### src/rtl/evpkt_pkg.sv
package evpkt_pkg;
  localparam int WORD_W  = 32;
  localparam int TAG_W   = 4;
  localparam int LOW_W   = WORD_W - TAG_W;
  localparam int NWORDS  = 10;
  localparam int IDX_W   = $clog2(NWORDS);
  localparam logic [IDX_W-1:0] IDX_LAST = IDX_W'(NWORDS - 1);
  localparam logic [TAG_W-1:0] TAG_HEAD = 4'h8;
  localparam logic [TAG_W-1:0] TAG_FOOT = 4'h9;

  typedef struct packed {
    logic [WORD_W-1:0] ts;
    logic [WORD_W-1:0] acc;
    logic [WORD_W-1:0] tin;
    logic [WORD_W-1:0] pulser;
    logic [WORD_W-1:0] srcmap;
    logic [WORD_W-1:0] nim;
    logic [WORD_W-1:0] esata;
  } snap_t;

  // Word for record index 1..9; index 0 (sequence number) is handled outside.
  function automatic logic [WORD_W-1:0] word_at(input logic [IDX_W-1:0] idx,
                                                 input snap_t s);
    logic [WORD_W-1:0] w;
    case (idx)
      IDX_W'(1): w = {TAG_HEAD, s.acc[LOW_W-1:0]};
      IDX_W'(2): w = s.ts;
      IDX_W'(3): w = s.acc;
      IDX_W'(4): w = s.tin;
      IDX_W'(5): w = s.pulser;
      IDX_W'(6): w = s.srcmap;
      IDX_W'(7): w = s.nim;
      IDX_W'(8): w = s.esata;
      IDX_W'(9): w = {TAG_FOOT, s.acc[LOW_W-1:0]};
      default:   w = '0;
    endcase
    return w;
  endfunction
endpackage

### src/rtl/evpkt_capture.sv
module evpkt_capture
  import evpkt_pkg::*;
(
  input  logic              clk,
  input  logic              rst,
  input  logic              load,
  input  logic [WORD_W-1:0] trig_ts,
  input  logic [WORD_W-1:0] cnt_accept,
  input  logic [WORD_W-1:0] cnt_in,
  input  logic [WORD_W-1:0] cnt_pulser,
  input  logic [WORD_W-1:0] src_map,
  input  logic [WORD_W-1:0] nim_bits,
  input  logic [WORD_W-1:0] nim_mask,
  input  logic [WORD_W-1:0] esata_bits,
  input  logic [WORD_W-1:0] esata_mask,
  output snap_t             snap
);
  always_ff @(posedge clk) begin
    if (rst) begin
      snap <= '0;
    end else if (load) begin
      snap.ts     <= trig_ts;
      snap.acc    <= cnt_accept;
      snap.tin    <= cnt_in;
      snap.pulser <= cnt_pulser;
      snap.srcmap <= src_map;
      snap.nim    <= nim_bits & nim_mask;
      snap.esata  <= esata_bits & esata_mask;
    end
  end

  // snapshot holds whenever no new record is loaded
  a_r5_snap_hold: assert property (@(posedge clk) disable iff (rst)
    !load |=> $stable(snap));
endmodule

### src/rtl/evpkt_ctrl.sv
module evpkt_ctrl
  import evpkt_pkg::*;
#(
  parameter int DROP_W = 16
) (
  input  logic              clk,
  input  logic              rst,
  input  logic              trig,
  input  logic              en,
  input  logic              ready,
  output logic              start,
  output logic              hs,
  output logic              busy,
  output logic [IDX_W-1:0]  idx,
  output logic [WORD_W-1:0] pkt_cnt,
  output logic [DROP_W-1:0] drop_cnt
);
  logic finish;

  assign start  = trig && en && !busy;
  assign hs     = busy && ready;
  assign finish = hs && (idx == IDX_LAST);

  always_ff @(posedge clk) begin
    if (rst) begin
      busy    <= 1'b0;
      idx     <= '0;
      pkt_cnt <= '0;
    end else if (start) begin
      busy <= 1'b1;
      idx  <= '0;
    end else if (finish) begin
      busy    <= 1'b0;
      idx     <= '0;
      pkt_cnt <= pkt_cnt + 1'b1;
    end else if (hs) begin
      idx <= idx + 1'b1;
    end
  end

  always_ff @(posedge clk) begin
    if (rst)                      drop_cnt <= '0;
    else if (trig && en && busy)  drop_cnt <= drop_cnt + 1'b1;
  end

  // a strobe while busy is counted once
  a_r11_drop_count: assert property (@(posedge clk) disable iff (rst)
    (trig && en && busy) |=> drop_cnt == $past(drop_cnt) + 1'b1);
  // strobe while disabled does not start a record
  a_r7_disabled_idle: assert property (@(posedge clk) disable iff (rst)
    (!busy && trig && !en) |=> !busy && $stable(drop_cnt));
  // no index advance without the sink taking a word
  a_r9_idx_stall: assert property (@(posedge clk) disable iff (rst)
    (busy && !ready) |=> busy && $stable(idx));
endmodule

### src/rtl/evpkt_txreg.sv
module evpkt_txreg
  import evpkt_pkg::*;
(
  input  logic              clk,
  input  logic              rst,
  input  logic              start,
  input  logic              hs,
  input  logic [IDX_W-1:0]  idx,
  input  snap_t             snap,
  input  logic [WORD_W-1:0] pkt_cnt,
  output logic [WORD_W-1:0] tx_data,
  output logic              tx_valid,
  output logic              tx_last
);
  logic [IDX_W-1:0] idx_nxt;
  assign idx_nxt = idx + 1'b1;

  always_ff @(posedge clk) begin
    if (rst) begin
      tx_data  <= '0;
      tx_valid <= 1'b0;
      tx_last  <= 1'b0;
    end else if (start) begin
      tx_data  <= pkt_cnt;
      tx_valid <= 1'b1;
      tx_last  <= 1'b0;
    end else if (hs) begin
      if (idx == IDX_LAST) begin
        tx_valid <= 1'b0;
        tx_last  <= 1'b0;
      end else begin
        tx_data <= word_at(idx_nxt, snap);
        tx_last <= (idx_nxt == IDX_LAST);
      end
    end
  end

  // last only on a valid footer word
  a_r10_last_footer: assert property (@(posedge clk) disable iff (rst)
    tx_last |-> tx_valid && tx_data[WORD_W-1 -: TAG_W] == TAG_FOOT);
  // header word carries its tag
  a_r3_header_tag: assert property (@(posedge clk) disable iff (rst)
    (tx_valid && idx == IDX_W'(1)) |-> tx_data[WORD_W-1 -: TAG_W] == TAG_HEAD);
  // stalled word holds
  a_r9_stall_hold: assert property (@(posedge clk) disable iff (rst)
    (tx_valid && !hs) |=> tx_valid && $stable(tx_data) && $stable(tx_last));
endmodule

### src/rtl/evpkt_fmt.sv
module evpkt_fmt
  import evpkt_pkg::*;
#(
  parameter int DROP_W = 16
) (
  input  logic              clk,
  input  logic              rst,
  input  logic              send_en,
  input  logic              trig_stb,
  input  logic [31:0]       trig_ts,
  input  logic [31:0]       cnt_accept,
  input  logic [31:0]       cnt_in,
  input  logic [31:0]       cnt_pulser,
  input  logic [31:0]       src_map,
  input  logic [31:0]       nim_bits,
  input  logic [31:0]       nim_mask,
  input  logic [31:0]       esata_bits,
  input  logic [31:0]       esata_mask,
  input  logic              tx_ready,
  output logic [31:0]       tx_data,
  output logic              tx_valid,
  output logic              tx_last,
  output logic [DROP_W-1:0] drop_cnt
);
  logic              start, hs, busy;
  logic [IDX_W-1:0]  idx;
  logic [WORD_W-1:0] pkt_cnt;
  snap_t             snap;

  evpkt_ctrl #(.DROP_W(DROP_W)) u_ctrl (
    .clk(clk), .rst(rst), .trig(trig_stb), .en(send_en), .ready(tx_ready),
    .start(start), .hs(hs), .busy(busy), .idx(idx), .pkt_cnt(pkt_cnt),
    .drop_cnt(drop_cnt)
  );

  evpkt_capture u_cap (
    .clk(clk), .rst(rst), .load(start),
    .trig_ts(trig_ts), .cnt_accept(cnt_accept), .cnt_in(cnt_in),
    .cnt_pulser(cnt_pulser), .src_map(src_map),
    .nim_bits(nim_bits), .nim_mask(nim_mask),
    .esata_bits(esata_bits), .esata_mask(esata_mask),
    .snap(snap)
  );

  evpkt_txreg u_tx (
    .clk(clk), .rst(rst), .start(start), .hs(hs), .idx(idx), .snap(snap),
    .pkt_cnt(pkt_cnt), .tx_data(tx_data), .tx_valid(tx_valid), .tx_last(tx_last)
  );

  // stream valid tracks the sequencer's busy window
  a_r12_valid_busy: assert property (@(posedge clk) disable iff (rst)
    tx_valid == busy);
  // sequence number steps once per completed record
  a_r4_seq_step: assert property (@(posedge clk) disable iff (rst)
    (tx_valid && tx_ready && tx_last) |=> pkt_cnt == $past(pkt_cnt) + 1'b1);
  // a record in progress continues regardless of send_en
  a_r8_no_abort: assert property (@(posedge clk) disable iff (rst)
    (tx_valid && !tx_last) |=> tx_valid);
endmodule

### config.mk
export PLATFORM = sky130hd
export DESIGN_NAME = evpkt_fmt
export DESIGN_NICKNAME = d
export VERILOG_FILES = /design/src/rtl/evpkt_pkg.sv /design/src/rtl/evpkt_capture.sv /design/src/rtl/evpkt_ctrl.sv /design/src/rtl/evpkt_txreg.sv /design/src/rtl/evpkt_fmt.sv
export SDC_FILE = /design/constraint.sdc
export NUM_CORES = 1
export LEC_CHECK = 0
export BUFFER_PORTS_ARGS = -buffer_cell sky130_fd_sc_hd__buf_2
export CELL_PAD_IN_SITES_DETAIL_PLACEMENT = 0
export CELL_PAD_IN_SITES_GLOBAL_PLACEMENT = 1
export CORE_ASPECT_RATIO = 1.4
export CORE_MARGIN = 2
export CORE_UTILIZATION = 41
export DETAILED_ROUTE_END_ITERATION = 7
export PLACE_DENSITY = 0.9
export SYNTH_ARGS = -nofsm -noshare
export SYNTH_HDL_FRONTEND = slang
export SYNTH_HIERARCHICAL = 1
export SYNTH_SLANG_ARGS = --single-unit
### constraint.sdc
create_clock -name clk -period 2.8 [get_ports clk]
set_input_delay 0.56 -clock clk [delete_from_list [all_inputs] [get_ports clk]]
set_output_delay 0.56 -clock clk [all_outputs]
set_load 0.05 [all_outputs]
==> results of run 1 <==
-- path summary, 6_finish.rpt --
path | endpoint | from | cells after the start
setup / recovery | u_ctrl/pkt_cnt[25] | u_ctrl/idx[3] | 4
hold / removal | u_cap/snap[94] | src_map[30] | 3
setup reg to reg | u_ctrl/pkt_cnt[25] | u_ctrl/idx[3] | 4
hold reg to reg | u_cap/snap[28] | u_cap/snap[28] | 2
-- synthesized netlist by cell type, types with 3 or more instances --
library cell	instances	area share
dfxtp_1	311	0.45
mux2i_1	230	0.16
nor2_1	196	0.053
a21oi_1	94	0.034
nand3_1	80	0.029
nand2b_1	66	0.030
clkbuf_1	45	0.012
a22oi_1	28	0.015
o21ai_0	28	0.010
o22a_1	24	0.015
a221oi_1	23	0.014
o2bb2ai_1	23	0.014
buf_2	21	0.0075
buf_12	17	0.024
nand2_1	17	0.0046
nand4_1	17	0.0076
nor2b_1	12	0.0054
xor2_1	12	0.0075
o31ai_1	11	0.0059
or4_1	11	0.0059
mux2_2	10	0.0080
o21ai_1	10	0.0036
and3_1	9	0.0040
inv_1	9	0.0024
nor4_1	9	0.0040
buf_1	8	0.0021
buf_4	8	0.0043
buf_6	8	0.0064
or3_1	8	0.0036
xnor2_1	8	0.0050
o22ai_1	7	0.0031
and3b_1	6	0.0038
and4_1	6	0.0038
nand3b_1	5	0.0027
nor3_1	5	0.0018
o32a_1	5	0.0036
ha_1	4	0.0036
a211oi_1	3	0.0016
a22o_1	3	0.0019
buf_8	3	0.0032
-- cells in the final DEF, fill, tap and decap left out, types with 8 or more instances in the layout --
master and count:
inv_1 9, xnor2_1 8, o31ai_1 11, clkbuf_16 31
nor4_1 9, nand4_1 17, clkbuf_1 9, xor2_1 12
dfxtp_1 310, or4_1 11, nor2b_1 11, nand3_1 80
diode_2 8, nor2_1 196, a221oi_1 23, nand2_1 17
a22oi_1 28, a21oi_1 94, nand2b_1 66, buf_2 341
o21ai_1 10, o22a_1 24, o2bb2ai_1 23, buf_4 20
or3_1 8, mux2i_1 230, mux2_2 10, o21ai_0 28
and3_1 9
-- power breakdown --
part | internal [mW] | leakage, nW | switching, mW
sequential | 4.57 | 2.53 | 0.0838
combinational | 0.403 | 3.34 | 0.457
clock | 2.67 | 0.527 | 1.75
total | 7.64 | 6.40 | 2.29
-- registers in the layout (all words and copies together), names as in the netlist --
register,flops
u_cap/snap,224
u_ctrl/pkt_cnt,32
u_tx/tx_data,32
u_ctrl/drop_cnt,16
u_ctrl/idx,4
u_ctrl/busy,1
u_tx/tx_last,1
u_tx/tx_valid,1
-- kinds of logic (layout without fill, tap and decap cells) --
| family | after synthesis | count (layout) | synth area share |
|---|---|---|---|
| AND/OR/NAND/NOR | 467 | 467 | 0.172 |
| flip-flops | 311 | 311 | 0.445 |
| AO/OA/AOI/OAI | 273 | 273 | 0.131 |
| multiplexers | 241 | 241 | 0.173 |
| buffers and inverters | 119 | 433 | 0.0624 |
| XOR/XNOR | 20 | 20 | 0.0125 |
| adder cells (fa/ha/maj) | 4 | 4 | 0.00358 |
| other | 0 | 8 | 0 |
-- stage by stage --
stage,instance area [µm²],std cells
global route,16800,2208
detailed placement,15700,2144
CTS,16800,2200
finish,16800,2208
global placement,15700,2144
floorplan,14000,1435
-- critical path: stages, from the launching register on --
cell and delay, ns:
dfxtp_1 0.61, nand4b_1 0.29, or3_1 0.65, or4_1 0.59, a21oi_1 0.18
-- metal layers --
layer | part of all wire | vias to the layer above
li1 | - | 5773
met1 | 0.42 | 5592
met2 | 0.50 | 310
met3 | 0.048 | 77
met4 | 0.034 | 4
met5 | 0.00067 | -
-- layout make-up --
type | instances | area (µm²) | area share
antenna | 8 | 20.0 | 0.00119
clock buffer | 43 | 851 | 0.0506
clock inverter | 13 | 223 | 0.0132
inverter | 9 | 33.8 | 0.00201
multi-input combinational | 1005 | 6910 | 0.411
sequential | 311 | 6230 | 0.370
tap | 451 | 564 | 0.0335
timing repair buffer | 368 | 1990 | 0.118
==> impl_metrics.toml, run 1 <==
[clock_tree]
cts_setup_buffers = 0
cts_buffers = 30
h-tree-depth = 1
insertion_delay_ns = 0.56
cts_hold_buffers = 0
cts_tree = "built"
cts.path.max_buffers = 3
clk_root_buffer_cell = "clkbuf_16"
numClockSinks = 311
cts_resized = 0
clk_pin_slew_ns = 0.07

[synthesis]
syn_area_um2 = 14000
synth_cells = 1435
ys_warn_count = 6
synth-main-ff-cell = "dfxtp_1"
ys_ff_latch = 311
yosysUniqueCellTypes = 66
synthArstFlopShare = 0
synth_area_per_cell_um2 = 9.75
synth-edff-count = 0
ys_seq_area_frac = 0.445
syn_nets = 1732

[die]
core_um2 = 33800
die_y_um = 223
rows = 80
boundaryPins = 343
dieArea_um2 = 35600
die_w_um = 160
start_util = 0.414

[route]
first_iter_violations = 699
viasPerCell = 5.32
drt_first_pass_iters = 5
routedWlPerCell_um = 18.3
drtAntennaViolNets = 0
drt_wl_total_um = 40400
via_count = 11800
remaining_drc_errors = 0

[grt]
grt_max_degree = 205
grt.total_usage = 0.217
grtUsageMet3 = 0.0291
grt_pass1_wl_um = 62000
overflow = 0
grt.busiest_layer = "met2"
grt_pass1_vias = 11500
use_met1 = 0.268
grtUsageMet2 = 0.382
antenna_found_initial = 10

[timing]
slew_headroom = 0.376
hold_slack_ns = 0.225
max_freq_mhz = 414
setup-violations-final = 0
worst_slack_ns = 0.387
fin_tns_setup_ns = 0
drv_slew = 0
rsz0062_at_grt = "no"
skew_ns = 0.0127
finalHoldViolCount = 0
period_needed_ns = 2.41
worst_slew_pin_slew_ns = 0.937
fin_crit_sh = 0.862

[setup_path]
cp.required_ns = 3.28
arrival_ns = 2.90
r2r_slack_ns = 0.39
endpoint_kind = "flip-flop"
worst_setup_path_start_kind = "flip-flop"
critPathKind = "flip-flop to flip-flop"
cp_max_fo = 19

[pwr]
p_leak_nw = 6.40
peakVddDrop_mv = 0.449
power_density_nw_per_um2 = 591
total_power_mw = 9.94

[place]
dpl.hpwl_um = 28900
routabilityCongestion = 0.871
place_ws_ns = 0.326
port_buffers = 342

[hold_path]
hold_path_class = "input port to flip-flop"

[final_layout]
finalNetCount = 2022
utilization = 0.497
syn2layout_area_growth_pct = 20.2
nFillCells = 3219
drive_gt1_frac = 0.250

[flow_run]
maxCapViolCount = 0

[outcome]
outcome = "finished, final reports clean"
Note: power is estimated with default switching activity, not from simulation.
==> run 2: changes to the inputs <==
--- a/config.mk
+++ b/config.mk
@@ -10,10 +10,10 @@
 export CELL_PAD_IN_SITES_GLOBAL_PLACEMENT = 1
 export CORE_ASPECT_RATIO = 1.4
 export CORE_MARGIN = 2
-export CORE_UTILIZATION = 41
+export CORE_UTILIZATION = 39
 export DETAILED_ROUTE_END_ITERATION = 7
+export MAX_ROUTING_LAYER = met4
 export PLACE_DENSITY = 0.9
 export SYNTH_ARGS = -nofsm -noshare
 export SYNTH_HDL_FRONTEND = slang
-export SYNTH_HIERARCHICAL = 1
 export SYNTH_SLANG_ARGS = --single-unit
==> run 2 against run 1 <==
  * Routed wire length increased by 4.3%
  * Core utilization shrank 0.38 points
  * Synthesized area decreased by 5.8%
  * Global-route usage rose by 1.8 points
  * Clock power increased by 5.0%
  * Fmax fell by 3.7%
  * Combinational power down 3.6%
  * Critical path depth increased by 4
  * Sequential power about the same
  * Critical endpoint is now u_tx.tx_data[11]
  * Largest power group unchanged
==> impl_metrics.toml, run 2 <==
[synthesis]
ys_ff_latch = 311
syn_nets = 1902
ys_seq_area_frac = 0.472
yosysMostFrequentCell = "nand2_1"
yosysUniqueCellTypes = 52
synth_top_area_frac = 0.472
synth_area_leaders = "dfxtp_1, nand2_1, a21oi_1"
synth-edff-count = 0
synth_cells = 1601
syn_area_um2 = 13200
synthTopCellsByCount = "nand2_1, dfxtp_1, a21oi_1, clkbuf_1, nand3_1"
synth_area_per_cell_um2 = 8.23
synthArstFlopShare = 0
ys_warn_count = 0
synth_top_area_cell = "dfxtp_1"
synth-main-ff-cell = "dfxtp_1"

[clock_tree]
insertion_delay_ns = 0.57
cts_hold_buffers = 0
numClockSinks = 311
clk_root_buffer_cell = "clkbuf_16"
cts_buffers = 31
cts_tree = "built"
cts_resized = 0
clk_pin_slew_ns = 0.07
h-tree-depth = 1
cts.path.max_buffers = 3
cts_setup_buffers = 0

[pwr]
power_density_nw_per_um2 = 617
peakVddDrop_mv = 0.429
p_leak_nw = 6.36
combPwrFrac = 0.082
internal_power_mw = 7.76
seq_power_share = 0.461
netSwitchingFraction = 0.234
switching_power_mw = 2.37
pwr-share-clk = 0.457

[grt]
grt_pass1_wl_um = 65400
grt_pass1_vias = 12000
grt_max_degree = 104
antenna_found_initial = 1
grt.total_usage = 0.236
use_met1 = 0.310
grtUsageMet2 = 0.386
overflow = 0
grtUsageMet3 = 0.0273
grt.busiest_layer = "met2"

[die]
dieArea_um2 = 35300
die_y_um = 222
die_w_um = 159
core_um2 = 33300
rows = 79
start_util = 0.396
boundaryPins = 343

[setup_path]
worst_setup_path_start_kind = "flip-flop"
cp.required_ns = 3.22
arrival_ns = 2.93
critPathBufInv = 2
worstPathCellList = "inv_1 -> ha_2 -> buf_4 -> a22o_1 -> a221oi_1 -> o2bb2ai_1 -> o21ai_1 -> a31oi_1"
critPathMaxStageDelay_ns = 0.54
critPathKind = "flip-flop to flip-flop"
cp_slowest_cell = "dfxtp_1"
endpoint_kind = "flip-flop"
cp_max_fo = 14
cpLargestDelayFamily = "compound AO/OA/AOI/OAI gates"

[final_layout]
syn2layout_area_growth_pct = 24.7
drive_gt1_frac = 0.254
fin_area_um2 = 16400
largest_reg_flops = 224
finalNetCount = 2173
top_regs = "u_cap.snap (224), u_ctrl.pkt_cnt (32), u_tx.tx_data (32)"
nFillCells = 3293
top_register = "u_cap.snap"
stdcell_count = 2342
final_cell_mix = "nand2_1, buf_2, dfxtp_1"
layout_commonest_cell = "nand2_1"
utilization = 0.493

[timing]
slew_headroom = 0.517
fin_crit_sh = 0.895
setup-violations-final = 0
drv_slew = 0
period_needed_ns = 2.51
skew_ns = 0.00819
hold_slack_ns = 0.222
rsz0062_at_grt = "no"
worst_slew_pin_slew_ns = 0.723
max_freq_mhz = 399
finalHoldViolCount = 0
fin_tns_setup_ns = 0

[route]
via_count = 12500
first_iter_violations = 1092
drtAntennaViolNets = 0
routedWlPerCell_um = 18.0
viasPerCell = 5.35
drt_wl_total_um = 42100
drt_first_pass_iters = 5
remaining_drc_errors = 0

[place]
dpl_cell_area_um2 = 15300
placedCellCount = 2284
dpl.hpwl_um = 30900
port_buffers = 342
routabilityCongestion = 0.888

[hold_path]
hold_path_class = "input port to flip-flop"

[outcome]
outcome = "finished, final reports clean"

[flow_run]
maxCapViolCount = 0
-- run 2: cell count changes after synthesis, moves of 55 or more --
cell | previous run | this run
clkbuf_1 | 45 | 100
mux2i_1 | 230 | 3
nand2_1 | 17 | 417
a21oi_1 | 94 | 261
nor2_1 | 196 | 63
nand2b_1 | 66 | 1
-- run 2: kinds of logic (layout without fill, tap and decap cells) --
logic type,Yosys count,after routing,share of synthesized area
simple gates,650,650,0.212
compound gates,443,443,0.231
flops,311,311,0.472
buf+inv,140,435,0.0443
xor+xnor,46,46,0.0311
fa+ha+maj,8,8,0.00760
mux,3,3,0.00228
other cells,0,1,0
-- run 2: path summary, 6_finish.rpt --
path	start	end	slack, ns	depth (start not counted)
worst max register to register	u_ctrl.idx[0]	u_tx.tx_data[11]	0.29	8
worst min-delay path	src_map[26]	u_cap.snap[90]	0.22	3
worst max-delay path	u_ctrl.idx[0]	u_tx.tx_data[11]	0.29	8
worst min register to register	u_cap.snap[40]	u_cap.snap[40]	0.45	2
-- run 2: routing by layer --
metal | vias up | routed length, µm
met5 | - | 0
met4 | 0 | 1030
met3 | 62 | 2580
met2 | 427 | 20100
met1 | 5893 | 18400
li1 | 6138 | -
-- run 2: layout make-up --
class	count	area, µm²	share of cell area
multi-input combinational	1150	6400	0.390
sequential	311	6230	0.379
timing repair buffer	369	2060	0.125
clock buffer	41	883	0.0538
tap	445	557	0.0339
clock inverter	16	267	0.0162
inverter	9	33.8	0.00206
antenna	1	2.50	0.000152
-- run 2: per-stage QoR --
stage / power (mW) / setup WS [ns]
global route: 10.5 / 0.101
CTS: 10.2 / 0.322
finish: 10.1 / 0.294
floorplan: 5.19 / 0.685
global placement: 5.58 / 0.333
detailed placement: 5.59 / 0.333
-- run 2: worst reg2reg max path: stages, from the launching register on --
cell and delay (ns):
dfxtp_1 0.54, inv_1 0.16, ha_2 0.32, buf_4 0.25
a22o_1 0.25, a221oi_1 0.48, o2bb2ai_1 0.12, o21ai_1 0.15
a31oi_1 0.09
-- run 2: power by group through the flow --
stage	combinational, mW	clock [mW]	sequential, mW
floorplan	0.450	0	4.74
global placement	0.816	0	4.76
global route	0.919	4.88	4.68
CTS	0.834	4.70	4.67
detailed placement	0.829	0	4.76
finish	0.830	4.64	4.67
==> run 3: changes to the inputs <==
--- a/config.mk
+++ b/config.mk
@@ -14,6 +14,7 @@
 export DETAILED_ROUTE_END_ITERATION = 7
 export MAX_ROUTING_LAYER = met4
 export PLACE_DENSITY = 0.9
+export SLEW_MARGIN = 30
 export SYNTH_ARGS = -nofsm -noshare
 export SYNTH_HDL_FRONTEND = slang
 export SYNTH_SLANG_ARGS = --single-unit
==> constraint.sdc (replaced) <==
create_clock -name clk -period 2.5 [get_ports clk]
set_input_delay 0.25 -clock clk [delete_from_list [all_inputs] [get_ports clk]]
set_output_delay 0.25 -clock clk [all_outputs]
set_load 0.05 [all_outputs]
==> run 3 against run 2 <==
  * The run now ends with hold timing left
  * Sequential share of layout area shrank 5.2 points
  * Final cell count up 12%
  * Fmax grew 5.4%
  * Setup slack worse by 0.17 ns
  * Clock-buffer cell count increased by 10
  * Critical path type unchanged
  * Highest routed layer unchanged
==> impl_metrics.toml, run 3 (synthesis results as in run 2) <==
[grt]
grt_pass1_vias = 13600
grt_max_degree = 97
antenna_found_initial = 4
grt.total_usage = 0.255
grt_pass1_wl_um = 71300
overflow = 0

[route]
drt_wl_total_um = 45800
drt-met1-wl_um = 19200
route.met3.wl_um = 2560
remaining_drc_errors = 0
routed.top_layer = "met4"
drt_first_pass_iters = 6
dr_wl_met2_um = 22100
drtAntennaViolNets = 0
viasPerCell = 5.28
via_count = 13800
first_iter_violations = 1151
routedWlPerCell_um = 17.5

[hold_path]
min_delay_path_depth = 3
hold_path_startpoint = "esata_mask[10]"
hold_path_class = "input port to flip-flop"

[final_layout]
final-seq-area_um2 = 6230
layout_commonest_cell = "nand2_1"
final_cell_mix = "nand2_1, buf_2, dfxtp_1"
top_register = "u_cap.snap"
stdcell_count = 2616
syn2layout_area_growth_pct = 44.4
largest_reg_flops = 224
drive_gt1_frac = 0.227
nFillCells = 2918
finalNetCount = 2444
multi_input_area_um2 = 6410
top_regs = "u_cap.snap (224), u_ctrl.pkt_cnt (32), u_tx.tx_data (32)"

[timing]
hold_slack_ns = -0.000499
worst_slew_pin_slew_ns = 0.703
finalHoldViolCount = 1
fin_crit_sh = 0.951
skew_ns = 0.00852
rsz0062_at_grt = "no"
period_needed_ns = 2.38
slew_headroom = 0.530
fin_tns_setup_ns = 0
drv_slew = 0
max_freq_mhz = 420
worst_slack_ns = 0.122
setup-violations-final = 0

[pwr]
internal_power_mw = 8.64
seq_power_share = 0.461
netSwitchingFraction = 0.236
combPwrFrac = 0.113
p_leak_nw = 7.36
power_density_nw_per_um2 = 594
switching_power_mw = 2.67
peakVddDrop_mv = 0.450
pwr-share-clk = 0.426

[place]
port_buffers = 342
placedCellCount = 2294
place_ws_ns = 0.122
routabilityCongestion = 0.893
dpl.hpwl_um = 30500

[clock_tree]
cts_buffers = 31
insertion_delay_ns = 0.56
numClockSinks = 311
cts_tree = "built"
clk_pin_slew_ns = 0.06
cts.path.max_buffers = 3
h-tree-depth = 1
clk_root_buffer_cell = "clkbuf_16"

[setup_path]
crit_path_start = "u_ctrl.busy"
timing.rr.start = "u_ctrl.busy"
critPathKind = "flip-flop to flip-flop"
worst_setup_path_start_kind = "flip-flop"
cp_slowest_cell = "dlygate4sd3_1"
critPathMaxStageDelay_ns = 0.59
worst_r2r_path_depth = 6
cp_max_fo = 65
endpoint_kind = "flip-flop"
arrival_ns = 2.87
worstPathCellList = "buf_4 -> nor2_4 -> buf_12 -> nand3_1 -> dlygate4sd3_1 -> a21oi_1"
cp.required_ns = 2.99

[die]
dieArea_um2 = 35300
boundaryPins = 343
rows = 79
die_y_um = 222
die_w_um = 159
start_util = 0.396
core_um2 = 33300

[outcome]
outcome = "finished, violations left"
violations = "hold timing"

[flow_run]
maxCapViolCount = 0
[run 3: changes by cell type in the layout (fill, tap and decap cells not counted), sizes merged]
cell         previous run  this run
dlygate4sd3             0       253
clkinv                  6         2
bufinv                  7         3
diode                   1         4
clkinvlp                3         1
buf                   369       387
clkbuf                 41        51
[run 3: through the flow]
step           power [mW]  utilization  instance area [µm²]  hold slack (ns)
6_report             11.3        0.571                19000        -0.000499
5_1_grt              11.7        0.571                19000          0.00366
4_1_cts              11.3        0.568                18900         0.000624
3_5_place_dp         6.28        0.461                15400            0.443
3_3_place_gp         6.26        0.461                15400            0.439
2_1_floorplan        5.81            -                13200            0.386
[run 3: critical path, delay by kind of cell (launching register included)]
kind	cells	cell delay [ns]
simple gates	2	0.71
compound gates	1	0.15
flops	1	0.31
buf+inv	3	1.11
[run 3: per-layer routing]
metal	up-vias	GRT usage
li1	6688	-
met1	6503	0.315
met2	501	0.424
met3	120	0.0288
met4	0	0.109
met5	-	-
[run 3: final timing paths]
kind	slack (ns)	end
max	0.12	u_cap.snap[50]
min	-0.0005	u_cap.snap[10]
max reg2reg	0.12	u_cap.snap[50]
min reg2reg	0.45	u_cap.snap[1]
[run 3: cell type report]
class                      count  area share
clock inverter                 6     0.00566
multi-input combinational   1150       0.337
inverter                       9     0.00178
timing repair buffer         640       0.249
sequential                   311       0.327
antenna                        4    0.000526
tap                          445      0.0293
clock buffer                  51      0.0500
[run 3: power by group through the flow]
stage / registers (mW) / clock network, mW / logic (mW)
after floorplan: 5.31 / 0 / 0.504
after global placement: 5.32 / 0 / 0.944
after detailed placement: 5.32 / 0 / 0.956
after CTS: 5.21 / 4.88 / 1.24
after global routing: 5.23 / 5.05 / 1.38
final: 5.22 / 4.81 / 1.27
[run 3: repair_timing]
| item | CTS | global route |
|---|---|---|
| setup endpoints to repair | 0 | 18 |
| buffers inserted | 0 | 8 |
| hold buffers | 250 | 3 |
| hold endpoints to repair | 209 | 2 |
| gates resized for setup | 0 | 1 |
